`config.mk`:
```
export PLATFORM = sky130hd
export DESIGN_NAME = spi_dma_master
export DESIGN_NICKNAME = d
export VERILOG_FILES = /design/src/rtl/spi_dma_pkg.sv /design/src/rtl/spi_dma_fifo.sv /design/src/rtl/spi_dma_shifter.sv /design/src/rtl/spi_dma_master.sv
export SDC_FILE = /design/constraint.sdc
export NUM_CORES = 1
export LEC_CHECK = 0
export BUFFER_PORTS_ARGS = -buffer_cell sky130_fd_sc_hd__clkbuf_2
export CAP_MARGIN = 20
export CORE_MARGIN = 2
export CORE_UTILIZATION = 58
export DETAILED_ROUTE_END_ITERATION = 16
export PLACE_DENSITY = 0.9
export SYNTH_ARGS = -nofsm -noshare
export SYNTH_HDL_FRONTEND = slang
export SYNTH_SLANG_ARGS = --single-unit
```
`constraint.sdc`:
```
create_clock -name clk -period 4 [get_ports clk]
set_input_delay 0.6 -clock clk [delete_from_list [all_inputs] [get_ports clk]]
set_output_delay 0.6 -clock clk [all_outputs]
set_load 0.05 [all_outputs]
```
`src/rtl/spi_dma_pkg.sv`:
```
// Package: types shared by the SPI DMA master blocks.
// Assumes nothing beyond IEEE 1800-2017 synthesizable subset.
package spi_dma_pkg;

    // Transfer direction as decoded from the mode input.
    typedef enum logic {
        DIR_RX = 1'b0,
        DIR_TX = 1'b1
    } spi_dir_e;

endpackage

```
`src/rtl/spi_dma_fifo.sv`:
```
// Module: spi_dma_fifo
// Synchronous word FIFO. A push when full and a pop when empty are ignored.
// Push and pop may happen in the same cycle. The head word is shown combinationally.
// Assumes a single clock domain and DEPTH >= 2.
module spi_dma_fifo #(
    parameter int unsigned W     = 16,
    parameter int unsigned DEPTH = 4
) (
    input  logic                       clk,
    input  logic                       rst_n,
    input  logic                       push,
    input  logic [W-1:0]               push_data,
    input  logic                       pop,
    output logic [W-1:0]               head,
    output logic                       full,
    output logic                       empty,
    output logic [$clog2(DEPTH):0]     level
);
    localparam int unsigned AW = $clog2(DEPTH);
    localparam int unsigned LW = AW + 1;

    logic [W-1:0]  store [DEPTH];
    logic [AW-1:0] wr_ptr;
    logic [AW-1:0] rd_ptr;
    logic [LW-1:0] cnt;
    logic          do_push;
    logic          do_pop;

    assign full    = (cnt == LW'(DEPTH));
    assign empty   = (cnt == '0);
    assign do_push = push && !full;
    assign do_pop  = pop && !empty;
    assign head    = store[rd_ptr];
    assign level   = cnt;

    // Write the pushed word into its slot.
    always_ff @(posedge clk) begin
        if (do_push) begin
            store[wr_ptr] <= push_data;
        end
    end

    // Advance the pointers and the occupancy count.
    always_ff @(posedge clk) begin
        if (!rst_n) begin
            wr_ptr <= '0;
            rd_ptr <= '0;
            cnt    <= '0;
        end else begin
            if (do_push) begin
                wr_ptr <= (wr_ptr == AW'(DEPTH - 1)) ? '0 : wr_ptr + 1'b1;
            end
            if (do_pop) begin
                rd_ptr <= (rd_ptr == AW'(DEPTH - 1)) ? '0 : rd_ptr + 1'b1;
            end
            case ({do_push, do_pop})
                2'b10:   cnt <= cnt + 1'b1;
                2'b01:   cnt <= cnt - 1'b1;
                default: cnt <= cnt;
            endcase
        end
    end

endmodule

```
`src/rtl/spi_dma_shifter.sv`:
```
// Module: spi_dma_shifter
// SPI mode 0 word engine. It makes SCK from a half-period divider, sends MSB first
// and samples MISO on the SCK rising edge. A start pulse while idle loads the word.
// The received word and a one-cycle done pulse appear after the last falling edge.
// Assumes W is even. An 8-bit word uses the low half of the register.
module spi_dma_shifter #(
    parameter int unsigned W     = 16,
    parameter int unsigned DIV_W = 8
) (
    input  logic             clk,
    input  logic             rst_n,
    input  logic             start,
    input  logic [W-1:0]     load,
    input  logic             wide,
    input  logic [DIV_W-1:0] div,
    input  logic             miso,
    output logic             active,
    output logic             sck,
    output logic             mosi,
    output logic             done,
    output logic [W-1:0]     rx_word
);
    localparam int unsigned BW       = $clog2(W);
    localparam logic [W-1:0] LOW_MASK = {{(W - W/2){1'b0}}, {(W/2){1'b1}}};

    logic [W-1:0]     sh;
    logic [DIV_W-1:0] div_cnt;
    logic [BW-1:0]    bit_cnt;
    logic             smp;
    logic [BW-1:0]    last_bit;
    logic [W-1:0]     merged;
    logic [W-1:0]     keep;

    assign last_bit = wide ? BW'(W - 1) : BW'(W/2 - 1);
    assign merged   = {sh[W-2:0], smp};
    assign keep     = wide ? '1 : LOW_MASK;
    assign mosi     = wide ? sh[W-1] : sh[W/2-1];

    // Step the divider, SCK phase, bit counter and shift register.
    always_ff @(posedge clk) begin
        if (!rst_n) begin
            active  <= 1'b0;
            sck     <= 1'b0;
            sh      <= '1;
            div_cnt <= '0;
            bit_cnt <= '0;
            smp     <= 1'b0;
            done    <= 1'b0;
            rx_word <= '0;
        end else begin
            done <= 1'b0;
            if (!active) begin
                if (start) begin
                    active  <= 1'b1;
                    sh      <= load;
                    div_cnt <= '0;
                    bit_cnt <= '0;
                    sck     <= 1'b0;
                end
            end else if (div_cnt == div) begin
                div_cnt <= '0;
                if (!sck) begin
                    sck <= 1'b1;
                    smp <= miso;
                end else begin
                    sck <= 1'b0;
                    sh  <= merged;
                    if (bit_cnt == last_bit) begin
                        active  <= 1'b0;
                        done    <= 1'b1;
                        rx_word <= merged & keep;
                    end else begin
                        bit_cnt <= bit_cnt + 1'b1;
                    end
                end
            end else begin
                div_cnt <= div_cnt + 1'b1;
            end
        end
    end

endmodule

```
`src/rtl/spi_dma_master.sv`:
```
// Module: spi_dma_master
// SPI master that moves words between a DMA request/grant handshake and the link
// through one shared word FIFO. In transmit mode the FIFO feeds a transmit buffer,
// which feeds the shifter. In receive mode the shifter feeds a receive buffer,
// which feeds the FIFO. The receive buffer applies the overflow policy.
// Assumes the mode, size and policy inputs stay stable while words are in flight.
module spi_dma_master
    import spi_dma_pkg::*;
#(
    parameter int unsigned DATA_W     = 16,
    parameter int unsigned FIFO_DEPTH = 4,
    parameter int unsigned DIV_W      = 8,
    parameter int unsigned CNT_W      = 16
) (
    input  logic              clk,
    input  logic              rst_n,
    input  logic              enable,
    input  logic              tx_mode,
    input  logic              wide,
    input  logic              overwrite,
    input  logic [DIV_W-1:0]  sck_div,
    input  logic              count_load,
    input  logic [CNT_W-1:0]  count_value,
    output logic [CNT_W-1:0]  count_left,
    output logic              dma_req,
    input  logic              dma_gnt,
    input  logic [DATA_W-1:0] dma_wdata,
    output logic [DATA_W-1:0] dma_rdata,
    output logic              sck,
    output logic              mosi,
    input  logic              miso,
    output logic              busy,
    output logic              ovf_flag
);
    localparam int unsigned LVL_W = $clog2(FIFO_DEPTH) + 1;

    spi_dir_e          dir;
    logic              grant;
    logic [CNT_W-1:0]  cnt_r;

    logic              fifo_push;
    logic              fifo_pop;
    logic [DATA_W-1:0] fifo_din;
    logic [DATA_W-1:0] fifo_head;
    logic              fifo_full;
    logic              fifo_empty;
    logic [LVL_W-1:0]  fifo_level;

    logic [DATA_W-1:0] tdbr;
    logic              tdbr_v;
    logic              tdbr_fill;
    logic [DATA_W-1:0] rdbr;
    logic              rdbr_v;
    logic              rdbr_drain;
    logic              word_in;
    logic              ovf_r;

    logic              sh_start;
    logic [DATA_W-1:0] sh_load;
    logic              sh_active;
    logic              sh_done;
    logic [DATA_W-1:0] sh_rx;

    assign dir = spi_dir_e'(tx_mode);

    // DMA request: fill in transmit mode, drain in receive mode, both gated by the count.
    always_comb begin
        if (cnt_r == '0) begin
            dma_req = 1'b0;
        end else if (dir == DIR_TX) begin
            dma_req = enable && !fifo_full;
        end else begin
            dma_req = !fifo_empty;
        end
    end

    assign grant      = dma_req && dma_gnt;
    assign dma_rdata  = fifo_head;
    assign count_left = cnt_r;

    // Word count register: load on request, count down on each grant.
    always_ff @(posedge clk) begin
        if (!rst_n) begin
            cnt_r <= '0;
        end else if (count_load) begin
            cnt_r <= count_value;
        end else if (grant) begin
            cnt_r <= cnt_r - 1'b1;
        end
    end

    // Shifter start: a buffered word in transmit mode, free-running in receive mode.
    assign sh_start  = enable && !sh_active && ((dir == DIR_TX) ? tdbr_v : 1'b1);
    assign sh_load   = (dir == DIR_TX) ? tdbr : '1;
    assign tdbr_fill = (dir == DIR_TX) && !fifo_empty && (!tdbr_v || sh_start);

    // Transmit buffer: refill from the FIFO, empty into the shifter at word start.
    always_ff @(posedge clk) begin
        if (!rst_n) begin
            tdbr   <= '0;
            tdbr_v <= 1'b0;
        end else if (tdbr_fill) begin
            tdbr   <= fifo_head;
            tdbr_v <= 1'b1;
        end else if (sh_start && (dir == DIR_TX)) begin
            tdbr_v <= 1'b0;
        end
    end

    assign word_in    = (dir == DIR_RX) && sh_done;
    assign rdbr_drain = (dir == DIR_RX) && rdbr_v && !fifo_full;

    // Receive buffer: capture each finished word and apply the overflow policy when blocked.
    always_ff @(posedge clk) begin
        if (!rst_n) begin
            rdbr   <= '0;
            rdbr_v <= 1'b0;
        end else if (word_in) begin
            if (rdbr_v && !rdbr_drain) begin
                if (overwrite) begin
                    rdbr <= sh_rx;
                end
            end else begin
                rdbr   <= sh_rx;
                rdbr_v <= 1'b1;
            end
        end else if (rdbr_drain) begin
            rdbr_v <= 1'b0;
        end
    end

    // Sticky overflow flag, cleared by a count load.
    always_ff @(posedge clk) begin
        if (!rst_n) begin
            ovf_r <= 1'b0;
        end else if (count_load) begin
            ovf_r <= 1'b0;
        end else if (word_in && rdbr_v && !rdbr_drain) begin
            ovf_r <= 1'b1;
        end
    end

    assign ovf_flag = ovf_r;

    // FIFO port steering by direction.
    assign fifo_push = (dir == DIR_TX) ? grant : rdbr_drain;
    assign fifo_din  = (dir == DIR_TX) ? dma_wdata : rdbr;
    assign fifo_pop  = (dir == DIR_TX) ? tdbr_fill : grant;

    assign busy = sh_active || tdbr_v || rdbr_v || (fifo_level != '0);

    spi_dma_fifo #(
        .W     (DATA_W),
        .DEPTH (FIFO_DEPTH)
    ) fifo_i (
        .clk       (clk),
        .rst_n     (rst_n),
        .push      (fifo_push),
        .push_data (fifo_din),
        .pop       (fifo_pop),
        .head      (fifo_head),
        .full      (fifo_full),
        .empty     (fifo_empty),
        .level     (fifo_level)
    );

    spi_dma_shifter #(
        .W     (DATA_W),
        .DIV_W (DIV_W)
    ) shifter_i (
        .clk     (clk),
        .rst_n   (rst_n),
        .start   (sh_start),
        .load    (sh_load),
        .wide    (wide),
        .div     (sck_div),
        .miso    (miso),
        .active  (sh_active),
        .sck     (sck),
        .mosi    (mosi),
        .done    (sh_done),
        .rx_word (sh_rx)
    );

endmodule

```
==> impl_results.md <==
- Fin crit share: 83.5%
- Sw frac: 33.1%
- Critical Path, Cell by Cell: inv_1 > ha_1 > nor3b_1 > and3_1 > a21oi_4 > a22oi_4 > ha_1 > inv_1 > fa_1 > xor2_1 > or3_1 > a21boi_0
- Psw: 1590 µW
- WL/cell: 17.1 µm
- Design area: 8830 µm²
- Max-cap violations: 0
- Mapped Cells: 702
- Post-synth cell types: 60
- Final Worst Setup Slack: 660 ps
- DRT Wirelength: 16.4 mm
- Setup TNS Final: 0 ps
- Crit path max fanout: 11
- Share of power burned in the clock network: 33.6%
- # clock sinks: 172
- Hold Buf Count CTS: 0
- DRC: 0
- RSZ-0062 raised after global routing: false
- Dpl cell area: 8250 µm²
- Core area: 13,100 µm²
- Post-synth ARST share: 0%
- Rows: 42
- Initial antenna violation count: 0
- Worst slew margin: 40.8%
- Fill cell count: 895
- FMAX: 299 MHz
- Clock Latency Late Sink: 430 ps
- Storage cell area: 4080 µm²
- TritonCTS clock tree: built
- I/O Buffers: 85
- Critical Path Source Type: flop
- Syn Area/Cell: 11.0 µm²
- Post-CTS sizing: 0
- GRT overflow: 0
- Top_reg_cell synth: dfxtp_1
- Initial drt markers: 563
- Pre-CTS setup slack: 724 ps
- EDFF count, synth: 64
- Die Y: 119 µm
- Synthesis-to-layout area growth: 14.6%
- Crit Path Category: reg -> reg
- Part of the power in registers: 42.6%
- Commonest cells after routing, fill and taps aside: 108 x dfxtp_1, 84 x clkbuf_2, 78 x nand2_1
- GPL Wtd Cong: 0.839
- Number of global-route vias before repair: 5,312
- Final hold viol count: 0
- Synthesized flop and latch total: 172
- Largest net degree at the start of global routing: 101
- Total CTS buffers: 17
- CP delay by family, top: simple AND/OR/NAND/NOR gates
- Worst vdd ir: 0.000390 V
- Comb power frac: 23.8%
- Worst-path clk slew: 70 ps
- Area of the multi-input gates: 3370 µm²
- All-Layer GR Usage: 24.0%
- Critical-path top delay cell: and3_1
- Die W: 119 µm
- Seq/Total Area, Yosys: 53.0%
- Via count: 5,626
- Final setup fails: 0
- TritonRoute pass-1 iters: 5
- H-tree depth: 4
- Fraction of layout cells with a size suffix above 1: 22.3%
- Tmin final: 3340 ps
- Root Driver: clkbuf_16
- I/O pin count: 86
- Global-route wire length before repair: 26.7 mm
- Leakage: 0.00327 µW
- Critical Path AT: 3710 ps
- Leading cell type in the layout, fill and taps excluded: dfxtp_1
- Slew @ Worst Pin: 887 ps
- Outcome: finished, final reports clean
- Total Nets Final: 831
- Number of diodes: 0
- Routed Antenna Nets: 0
- Clock Path Buffers: 2
- Worst EP required: 4370 ps
- PD cells: 545 nW/µm²
- Full die area: 14,200 µm²
- Area of the mapped netlist: 7700 µm²
- Post-Syn Nets: 761
- Cell Int Power: 3220 µW
- Crit end category: flop
- Final HPWL DP: 10.6 mm
- Min-Delay Path Class: in -> reg
- Slew Limit Fails: 0
- Worst Skew: 7.87 ps
- Number of setup buffers added after CTS: 0
- Initial Util: 58.9%
- Crit-path max cell delay: 490 ps
- WP buf/inv: 2
- Warnings, synthesis: 0
- Via-per-instance ratio: 5.85
area by class of cell:
class | instances | share of cell area (%)
Clock buffer | 17 | 4.82
Multi-Input combinational cell | 470 | 38.1
Tap cell | 176 | 2.49
Inverter | 12 | 0.510
Sequential cell | 172 | 46.2
Clock inverter | 15 | 1.77
Timing Repair Buffer | 99 | 6.03
power by group through the flow:
stage               clock [µW]  sequential (µW)  combinational [µW]
floorplan                    0             2080                 876
global placement             0             2080                1110
detailed placement           0             2080                1140
CTS                       1630             2050                1140
global route              1700             2070                1230
finish                    1620             2050                1140
registers in the layout, indices dropped and copies added, names as in the netlist, 2 cells and up, named ones only:
signal and cells:
count_left 16, shifter_i.bit_cnt 4, fifo_i.rd_ptr 2, fifo_i.level 3, shifter_i.sh 16, shifter_i.div_cnt 8
fifo_i.store 64, tdbr 16, fifo_i.wr_ptr 2, rdbr 16, shifter_i.rx_word 16
tightest hold or removal path, stage by stage:
cell	delay [ps]
clkbuf_2	80
nand3_1	60
nand3_1	70
synth_stat cells, drive strengths merged (11+ instances only):
master  count  area share (%)
xor2       14             1.6
clkbuf     36             1.8
dfxtp     108              28
inv        12            0.58
nor2       47             2.3
buf        12            0.94
xnor2      11             1.3
nand2      78             3.8
mux2       17             2.5
a21oi      20             1.5
nor2b      26             2.1
o21ai      20             1.3
edfxtp     64              25
a21boi     18             1.8
a221o      16             2.1
mux2i      39             5.1
nand3      53             3.4
mux4       16             4.7
final timing paths:
kind / from / endpoint / slack (ps) / cells past startpoint
setup / recovery: count_left[0]$_SDFFE_PN0P_ / fifo_i.level[2]$_SDFFE_PN0P_ / 660 / 12
hold reg to reg: shifter_i.rx_word[2]$_SDFFE_PN0P_ / shifter_i.rx_word[2]$_SDFFE_PN0P_ / 460 / 2
setup reg to reg: count_left[0]$_SDFFE_PN0P_ / fifo_i.level[2]$_SDFFE_PN0P_ / 660 / 12
hold / removal: count_value[1] / count_left[1]$_SDFFE_PN0P_ / 420 / 3
through the flow:
step	hold WS (ps)	std cells	utilization (%)	total power (µW)
6_report	416	961	67.5	4810
5_1_grt	425	961	67.5	4990
4_1_cts	409	961	67.5	4820
3_5_place_dp	447	929	63.1	3220
3_3_place_gp	444	929	63.1	3190
2_1_floorplan	435	702	-	2960
per-layer routing:
layer  vias to the layer above  part of all wire [%]  track usage (%)
li1                       2701                     -                -
met1                      2717                    45             31.6
met3                        33                   5.6             5.65
met4                         0                   2.5             10.6
met5                         -                     0                0
met2                       175                    47             38.1
cells by family after synthesis:
kind of cell / count (synthesis) / synth area share (%)
buffers and inverters: 60 / 3.28
xor gates and xnor gates: 25 / 2.84
DFF: 172 / 53.0
muxes: 72 / 12.2
and+or+nand+nor: 251 / 16.0
adders and majority gates: 10 / 1.72
AOI/OAI and AO/OA: 112 / 11.0
Power figures use the tool's default switching activity.
